File: src/rtl/blkio_pkg.sv
package blkio_pkg;
  typedef enum logic [1:0] {
    SQ_IDLE  = 2'd0,
    SQ_FETCH = 2'd1,
    SQ_STORE = 2'd2,
    SQ_STEP  = 2'd3
  } sq_state_t;

  typedef struct packed {
    logic rpt;
    logic outp;
    logic dec;
  } xfer_op_t;

  localparam logic [1:0] SEL_CNT = 2'd0;
  localparam logic [1:0] SEL_LO  = 2'd1;
  localparam logic [1:0] SEL_PTR = 2'd2;

  localparam int FL_ZERO = 0;
  localparam int FL_SIGN = 1;
  localparam int FL_PEND = 2;
  localparam int FL_W    = 3;
endpackage

File: src/rtl/blkio_regs.sv
module blkio_regs
  import blkio_pkg::*;
#(
  parameter int DW = 8,
  parameter int PW = 16
) (
  input  logic          clk,
  input  logic          rst,
  input  logic          ld_en,
  input  logic [1:0]    ld_sel,
  input  logic [PW-1:0] ld_data,
  input  logic          cnt_dec,
  input  logic          ptr_step,
  input  logic          ptr_down,
  output logic [DW-1:0] cnt_q,
  output logic [DW-1:0] lo_q,
  output logic [PW-1:0] ptr_q
);
  logic ld_cnt, ld_lo, ld_ptr;

  assign ld_cnt = ld_en && (ld_sel == SEL_CNT);
  assign ld_lo  = ld_en && (ld_sel == SEL_LO);
  assign ld_ptr = ld_en && (ld_sel == SEL_PTR);

  always_ff @(posedge clk) begin
    if (rst) begin
      cnt_q <= '0;
    end else if (ld_cnt) begin
      cnt_q <= ld_data[DW-1:0];
    end else if (cnt_dec) begin
      cnt_q <= cnt_q - 1'b1;
    end
  end

  always_ff @(posedge clk) begin
    if (rst) begin
      lo_q <= '0;
    end else if (ld_lo) begin
      lo_q <= ld_data[DW-1:0];
    end
  end

  always_ff @(posedge clk) begin
    if (rst) begin
      ptr_q <= '0;
    end else if (ld_ptr) begin
      ptr_q <= ld_data;
    end else if (ptr_step) begin
      ptr_q <= ptr_down ? ptr_q - 1'b1 : ptr_q + 1'b1;
    end
  end
endmodule

File: src/rtl/blkio_ctrl.sv
module blkio_ctrl
  import blkio_pkg::*;
#(
  parameter int DW = 8
) (
  input  logic          clk,
  input  logic          rst,
  input  logic          start,
  input  xfer_op_t      op_in,
  input  logic          irq,
  input  logic [DW-1:0] cnt_q,
  output sq_state_t     state,
  output xfer_op_t      op_q,
  output logic          cnt_dec,
  output logic          ptr_step,
  output logic          cap_byte,
  output logic          iter_end,
  output logic          zero_next,
  output logic          pause_now,
  output logic          done,
  output logic          paused
);
  logic [DW-1:0] cnt_after;
  logic          more;

  // Output forms already decremented during FETCH; input forms decrement in STEP.
  assign cnt_after = op_q.outp ? cnt_q : cnt_q - 1'b1;
  assign zero_next = (cnt_after == '0);
  assign more      = op_q.rpt && !zero_next;

  assign iter_end  = (state == SQ_STEP);
  assign cap_byte  = (state == SQ_STORE);
  assign ptr_step  = iter_end;
  assign cnt_dec   = ((state == SQ_FETCH) && op_q.outp) || (iter_end && !op_q.outp);
  assign pause_now = iter_end && more && irq;

  always_ff @(posedge clk) begin
    if (rst) begin
      state  <= SQ_IDLE;
      op_q   <= '0;
      done   <= 1'b0;
      paused <= 1'b0;
    end else begin
      done   <= 1'b0;
      paused <= 1'b0;
      unique case (state)
        SQ_IDLE: begin
          if (start) begin
            op_q  <= op_in;
            state <= SQ_FETCH;
          end
        end
        SQ_FETCH: state <= SQ_STORE;
        SQ_STORE: state <= SQ_STEP;
        SQ_STEP: begin
          if (more && !irq) begin
            state <= SQ_FETCH;
          end else begin
            state  <= SQ_IDLE;
            paused <= pause_now;
            done   <= !pause_now;
          end
        end
        default: state <= SQ_IDLE;
      endcase
    end
  end
endmodule

File: src/rtl/blkio_flags.sv
module blkio_flags
  import blkio_pkg::*;
#(
  parameter int DW = 8
) (
  input  logic            clk,
  input  logic            rst,
  input  logic            cap_byte,
  input  logic [DW-1:0]   xfer_byte,
  input  logic            iter_end,
  input  logic            zero_next,
  input  logic            pause_now,
  output logic [FL_W-1:0] flags
);
  logic byte_msb;

  always_ff @(posedge clk) begin
    if (rst) begin
      byte_msb <= 1'b0;
    end else if (cap_byte) begin
      byte_msb <= xfer_byte[DW-1];
    end
  end

  always_ff @(posedge clk) begin
    if (rst) begin
      flags <= '0;
    end else if (iter_end) begin
      flags[FL_ZERO] <= zero_next;
      flags[FL_SIGN] <= byte_msb;
      flags[FL_PEND] <= pause_now;
    end
  end
endmodule

File: src/rtl/blkio_seq.sv
module blkio_seq
  import blkio_pkg::*;
#(
  parameter int DW = 8,
  parameter int PW = 16,
  localparam int IOW = 2 * DW
) (
  input  logic           clk,
  input  logic           rst,
  input  logic           start,
  input  logic [2:0]     op,
  input  logic           irq,
  input  logic           ld_en,
  input  logic [1:0]     ld_sel,
  input  logic [PW-1:0]  ld_data,
  output logic [DW-1:0]  cnt_q,
  output logic [DW-1:0]  lo_q,
  output logic [PW-1:0]  ptr_q,
  output logic [PW-1:0]  mem_addr,
  output logic           mem_rd,
  output logic           mem_wr,
  output logic [DW-1:0]  mem_wdata,
  input  logic [DW-1:0]  mem_rdata,
  output logic [IOW-1:0] io_addr,
  output logic           io_rd,
  output logic           io_wr,
  output logic [DW-1:0]  io_wdata,
  input  logic [DW-1:0]  io_rdata,
  output logic           busy,
  output logic           done,
  output logic           paused,
  output logic [2:0]     flags
);
  sq_state_t state;
  xfer_op_t  op_q;
  logic      cnt_dec, ptr_step, cap_byte, iter_end, zero_next, pause_now;
  logic      in_fetch, in_store;
  logic [DW-1:0] xfer_byte;

  blkio_ctrl #(.DW(DW)) u_ctrl (
    .clk       (clk),
    .rst       (rst),
    .start     (start),
    .op_in     (xfer_op_t'(op)),
    .irq       (irq),
    .cnt_q     (cnt_q),
    .state     (state),
    .op_q      (op_q),
    .cnt_dec   (cnt_dec),
    .ptr_step  (ptr_step),
    .cap_byte  (cap_byte),
    .iter_end  (iter_end),
    .zero_next (zero_next),
    .pause_now (pause_now),
    .done      (done),
    .paused    (paused)
  );

  blkio_regs #(.DW(DW), .PW(PW)) u_regs (
    .clk      (clk),
    .rst      (rst),
    .ld_en    (ld_en && (state == SQ_IDLE)),
    .ld_sel   (ld_sel),
    .ld_data  (ld_data),
    .cnt_dec  (cnt_dec),
    .ptr_step (ptr_step),
    .ptr_down (op_q.dec),
    .cnt_q    (cnt_q),
    .lo_q     (lo_q),
    .ptr_q    (ptr_q)
  );

  assign xfer_byte = op_q.outp ? mem_rdata : io_rdata;

  blkio_flags #(.DW(DW)) u_flags (
    .clk       (clk),
    .rst       (rst),
    .cap_byte  (cap_byte),
    .xfer_byte (xfer_byte),
    .iter_end  (iter_end),
    .zero_next (zero_next),
    .pause_now (pause_now),
    .flags     (flags)
  );

  assign in_fetch  = (state == SQ_FETCH);
  assign in_store  = (state == SQ_STORE);
  assign busy      = (state != SQ_IDLE);

  assign mem_addr  = ptr_q;
  assign mem_rd    = in_fetch && op_q.outp;
  assign mem_wr    = in_store && !op_q.outp;
  assign mem_wdata = io_rdata;

  assign io_addr   = {cnt_q, lo_q};
  assign io_rd     = in_fetch && !op_q.outp;
  assign io_wr     = in_store && op_q.outp;
  assign io_wdata  = mem_rdata;
endmodule

File: config.mk
export PLATFORM = sky130hd
export DESIGN_NAME = blkio_seq
export DESIGN_NICKNAME = d
export VERILOG_FILES = /design/src/rtl/blkio_pkg.sv /design/src/rtl/blkio_regs.sv /design/src/rtl/blkio_ctrl.sv /design/src/rtl/blkio_flags.sv /design/src/rtl/blkio_seq.sv
export SDC_FILE = /design/constraint.sdc
export NUM_CORES = 1
export LEC_CHECK = 0
export ABC_AREA = 1
export ABC_CLOCK_PERIOD_IN_PS = 2300
export CORE_AREA = 3 3 95 97
export DETAILED_ROUTE_END_ITERATION = 7
export DIE_AREA = 0 0 98 100
export DONT_BUFFER_PORTS = 1
export PLACE_DENSITY = 0.6
export SLEW_MARGIN = 40
export SYNTH_ARGS = -nofsm -noshare
export SYNTH_HDL_FRONTEND = slang
export SYNTH_SLANG_ARGS = --single-unit
File: constraint.sdc
create_clock -name clk -period 2.3 [get_ports clk]
set_input_delay 0.23 -clock clk [delete_from_list [all_inputs] [get_ports clk]]
set_output_delay 0.23 -clock clk [all_outputs]
set_load 0.02 [all_outputs]
## After elaboration in Yosys (flattened, before gate mapping)

Index checks and enable logic that the tools add are counted.
Widths: inputs -> output; s select.

| operators by class | value |
|---|---|
| multiply operators | 0 |
| mux-type cells | 10 |
| equality and inequality tests | 6 |
| bitwise operators | 1 |
| order comparisons | 0 |
| div/mod/pow operators | 0 |
| reductions and logical operators | 26 |
| shifts and indexed selects | 0 |
| add/subtract/negate cells | 3 |

Operator list:

| kind | count |
|---|---|
| $mux 16 | 3 |
| $mux 8 | 4 |
| $add 16x1->16 const B | 1 |
| $sub 16x1->16 const B | 1 |
| $logic_and 1x1->1 | 13 |
| $logic_not 8->1 | 1 |
| $pmux 2 s4 | 1 |
| $sub 8x1->8 const B | 1 |
| $eq 2x2->1 const B | 3 |
| $reduce_bool 2->1 | 3 |
| $eq 2x1->1 const B | 2 |
| $logic_not 1->1 | 4 |
| $logic_not 2->1 | 2 |
| $reduce_or 3->1 | 1 |
| $mux 2 | 1 |
| $ne 2x2->1 const B | 1 |
| $reduce_and 2->1 | 1 |
| $logic_or 1x1->1 | 1 |
| $mux 1 | 1 |
| $not 1->1 | 1 |

| word-level totals | value |
|---|---|
| input bits | 42 |
| output and inout port bits | 90 |
| bits in latches | 0 |
| memories kept | 0 |
| bits in registers | 43 |
| bits in writable memories | 0 |
| ROM bits | 0 |

## Depth between registers and ports, before layout

| depth | value |
|---|---|
| depth after elaboration | 8 |
| gate-level depth with buffers | 12 |
| mapped depth without buffers | 12 |

## Cells and area by module

From an unflattened synthesis, not the netlist that was laid out.

| unflattened totals | value |
|---|---|
| cells, all modules | 561 |
| area, all modules | 3513.4 um^2 |

Modules (own cells, without submodules):

| module | area an instance (um^2) | instances | cells an instance |
|---|---|---|---|
| blkio_regs | 2392.3 | 1 | 384 |
| blkio_seq | 506.7 | 1 | 85 |
| blkio_ctrl | 455.4 | 1 | 67 |
| blkio_flags | 158.9 | 1 | 25 |

## Worst setup path after synthesis

No wires, ideal clock.

| path | value |
|---|---|
| kind | register to register |
| start | register u_ctrl.op_q[0] (netlist name) |
| end | register u_regs.ptr_q[14] |
| clock period less this slack | 1.905 ns |
| setup slack | 0.395 ns |
| library setup time | 0.132 ns |
| arrival | 1.773 ns |
| cell stages (with the launch flop) | 13 |
| cell sequence | dfxtp_1 inv_1 fa_1 inv_1 nand3_1 nand3_1 nand2_1 nand2_1 nand2_1 nand2_1 nand2_1 nand3_1 a21oi_1 |

| on the way | value |
|---|---|
| cells in the longest elaborated chain, start to end | 3 |

RTL lines:

| what | line | text |
|---|---|---|
| $mux 16 | blkio_regs.sv:49 | `ptr_q <= ptr_down ? ptr_q - 1'b1 : ptr_q + 1'b1;` |
| $mux 16 | blkio_regs.sv:48 | `end else if (ptr_step) begin` |
| $mux 16 | blkio_regs.sv:46 | `end else if (ld_ptr) begin` |
| end signal, assigned | blkio_regs.sv:47 | `ptr_q <= ld_data;` |
| end signal, assigned | blkio_regs.sv:49 |  |
| end, declared | blkio_regs.sv:17 | `output logic [PW-1:0] ptr_q` |

Every way passes these cells. The select of a mux whose other input is x is not followed.
A chain may end at the register's enable or synchronous reset.

## Worst setup path after layout

| path | value |
|---|---|
| start | register u_ctrl.state[0] |
| end | register u_regs.ptr_q[13] |

| on the way | value |
|---|---|
| cells in the longest elaborated chain, start to end | 4 |
| elaborated cells on any way between the ends | 6 |

RTL lines:

| what | line | text |
|---|---|---|
| start, declared | blkio_ctrl.sv:12 | `output sq_state_t state,` |
| start signal, assigned | blkio_ctrl.sv:39 | `state <= SQ_IDLE;` |
| start signal, assigned | blkio_ctrl.sv:50 | `state <= SQ_FETCH;` |
| start signal, assigned | blkio_ctrl.sv:53 | `SQ_FETCH: state <= SQ_STORE;` |
| $logic_not 2->1 | blkio_seq.sv:62 | `.ld_en (ld_en && (state == SQ_IDLE)),` |
| $logic_and 1x1->1 | blkio_seq.sv:62 |  |
| $logic_and 1x1->1 | blkio_regs.sv:23 | `assign ld_ptr = ld_en && (ld_sel == SEL_PTR);` |
| $mux 16 or $reduce_bool 2->1 (tied branches) | n/a |  |

Parallel ways exist; a longest one is shown, timed or not.

==> impl_metrics.ini <==
[synthesis]
yosys.area.top_type = dfxtp_1
synth_cell_types = 41
synth-seq-cells = 43
syn_area_um2 = 3292
synth_ff_type = dfxtp_1
synth_top_family_by_area = simple AND/OR/NAND/NOR gates
synth-compound-area-share_pct = 15.17
synth-simple-area-share_pct = 26.95
synthTopCellsByCount = nand2_1 (110), inv_1 (69), buf_4 (49), dfxtp_1 (43), nand3_1 (38)
async_reset_ff_share_pct = 0
synth_most_common_cell = nand2_1
synth.top_cell.area_share_pct = 26.15
synth_area_leaders = dfxtp_1 (26%), nand2_1 (13%), buf_4 (11%)
syn_avg_cell_area_um2 = 6.732
synthCells = 489
synthAdderAreaFrac_pct = 8.210
synthXorXnorAreaFrac_pct = 2.395
synth_mux_area_share_pct = 0
ys_warn_count = 0
synth_edf_count = 0
yosysSeqAreaShare_pct = 26.15
syn-num-nets = 552

[route]
drc_errors = 0
wirelength_um = 8328
ant_nets = 0
drt-wirelength-per-cell_um = 14.61
drt-initial-drc-count = 111
drt_first_pass_iters = 4
routed-via-count = 2876
post_drt_via_cell_ratio = 5.046

[placement]
dp_hpwl_um = 6424
gp_congestion = 0.9043
place_area_um2 = 3184
place_inst = 561
io_buffers = 0

[die]
io_pins = 132
core_area_um2 = 8217
initial_core_util_pct = 40.06
die_h_um = 100
row_count = 33
die_w_um = 98
die_area_um2 = 9800

[global_route]
grt.overflow.total = 0
grt_pass1_vias = 2852
grt_pass1_wl_um = 13570
grt_usage_pct = 16.92
antenna_found_initial = 0
grt_max_degree = 24

[power_and_ir_drop]
irDropWorstVdd_v = 0.0004965
power.density_nw_per_um2 = 1019
p_leak_nw = 1.636
total_power_mw = 3.349

[sta]
clock-skew-final_ns = 0.005800
period_needed_ns = 1.961
hold_viol = 0
relSlewSlack_pct = 56.45
final_max_slew_viol_count = 0
tightest_slew_ns = 0.6526
finalCritPeriodShare_pct = 85.26
finalSetupViolations = 0
setup_tns_ns = 0
worst_hold_slack_ns = 0.05119
rsz0062_at_grt = false
max_freq_mhz = 510.0

[clock_tree]
cts_root_buf = clkbuf_8
htreeDepth = 2
clk_pin_slew_ns = 0.09
clk_latency_ns = 0.30
cts.sink_count = 43
cts_buffers = 5
cts_setup_buffers = 0
cts_tree = done
clockBufferDepth = 2

[cells_and_area]
area_growth_pct = -0.1141
stdcell_area_um2 = 3288
stdcell_count = 570
nFillCells = 881
drive_gt1_share_pct = 10.54
nets = 527
antennaDiodeCount = 0

[worst_setup_path]
cp-end-kind = flip-flop
crit_type = flip-flop to flip-flop
required_ns = 2.47
critPathArrivalTime_ns = 2.13
path_max_fanout = 13
cp-start-kind = flip-flop

[outcome]
status = completed

[hold_path]
hold_class = primary input to flip-flop

[run]
drv_cap = 0
-- logic make-up (layout without fill, tap and decap cells) --
family / after synthesis / count (layout)
simple gates: 200 / 200
buf+inv: 131 / 107
compound gates: 85 / 85
flops: 43 / 43
fa+ha+maj: 21 / 21
xor+xnor: 9 / 9
-- per-stage QoR --
| step | setup slack, ns | utilization (%) |
|---|---|---|
| detailed placement | 0.3687 | 38.75 |
| global route | 0.08897 | 40.02 |
| CTS | 0.3030 | 40.08 |
| finish | 0.3391 | 40.02 |
| floorplan | 0.3945 | - |
| global placement | 0.4179 | 38.75 |
-- repair_timing --
item	CTS	global route
endpoints found under the hold margin	20	0
setup endpoints to repair	0	0
hold buffers	1	0
gates resized for setup	0	0
-- state kept, by name, indices dropped and copies added, names as in the netlist --
signal            flops
u_ctrl.done           1
u_regs.cnt_q          8
u_ctrl.paused         1
u_ctrl.op_q           3
u_flags.flags         3
u_regs.ptr_q         16
u_regs.lo_q           8
u_flags.byte_msb      1
u_ctrl.state          2
-- final timing paths --
kind	from	endpoint	cells after the start	slack [ns]
max reg2reg	u_ctrl.state[0]	u_regs.ptr_q[13]	9	0.34
max	u_ctrl.state[0]	u_regs.ptr_q[13]	9	0.34
min	ld_data[3]	u_regs.lo_q[3]	2	0.05
min reg2reg	u_ctrl.op_q[2]	u_ctrl.op_q[2]	2	0.47
-- routing by layer --
layer | GRT usage, % | share of wire (%)
met2 | 30.79 | 49
met1 | 19.63 | 43
met4 | 2.556 | 1.0
met3 | 5.768 | 6.8
met5 | 0 | 0
-- area by class of cell --
type	instances	area, um2	share of cell area (%)
Clock buffer	6	82.58	2.511
Clock inverter	2	16.27	0.4947
Inverter	75	284.0	8.638
Multi-Input combinational cell	315	1735	52.78
Sequential cell	43	860.8	26.18
Tap cell	105	131.4	3.995
Timing Repair Buffer	24	177.7	5.403
-- cells in the final DEF (no fill, tap or decap), types with 4 or more instances in the layout --
cell and instances:
nand2_1 110, o21ai_0 24, clkbuf_8 6, a31oi_1 5, inv_1 69, dfxtp_1 43, ha_1 20, a22o_1 5
nor3_1 4, nand3_1 38, nand4_1 5, nor2_1 32, xor2_1 7, a21oi_1 34, buf_4 23
-- report_power, final --
part / internal (mW) / switching, mW
logic: 0.560 / 1.12
clock network: 0.246 / 0.298
registers: 0.892 / 0.231
-- worst max-delay path: stages, from the launching register on --
cell      delay (ns)
dfxtp_1         0.33
inv_1           0.15
ha_1            0.25
nand2_2         0.12
inv_2           0.08
nand3_4         0.15
nand2_1         0.17
clkinv_1        0.30
nand3_1         0.20
a21oi_1         0.07
Note: power is estimated with default switching activity, not from simulation.
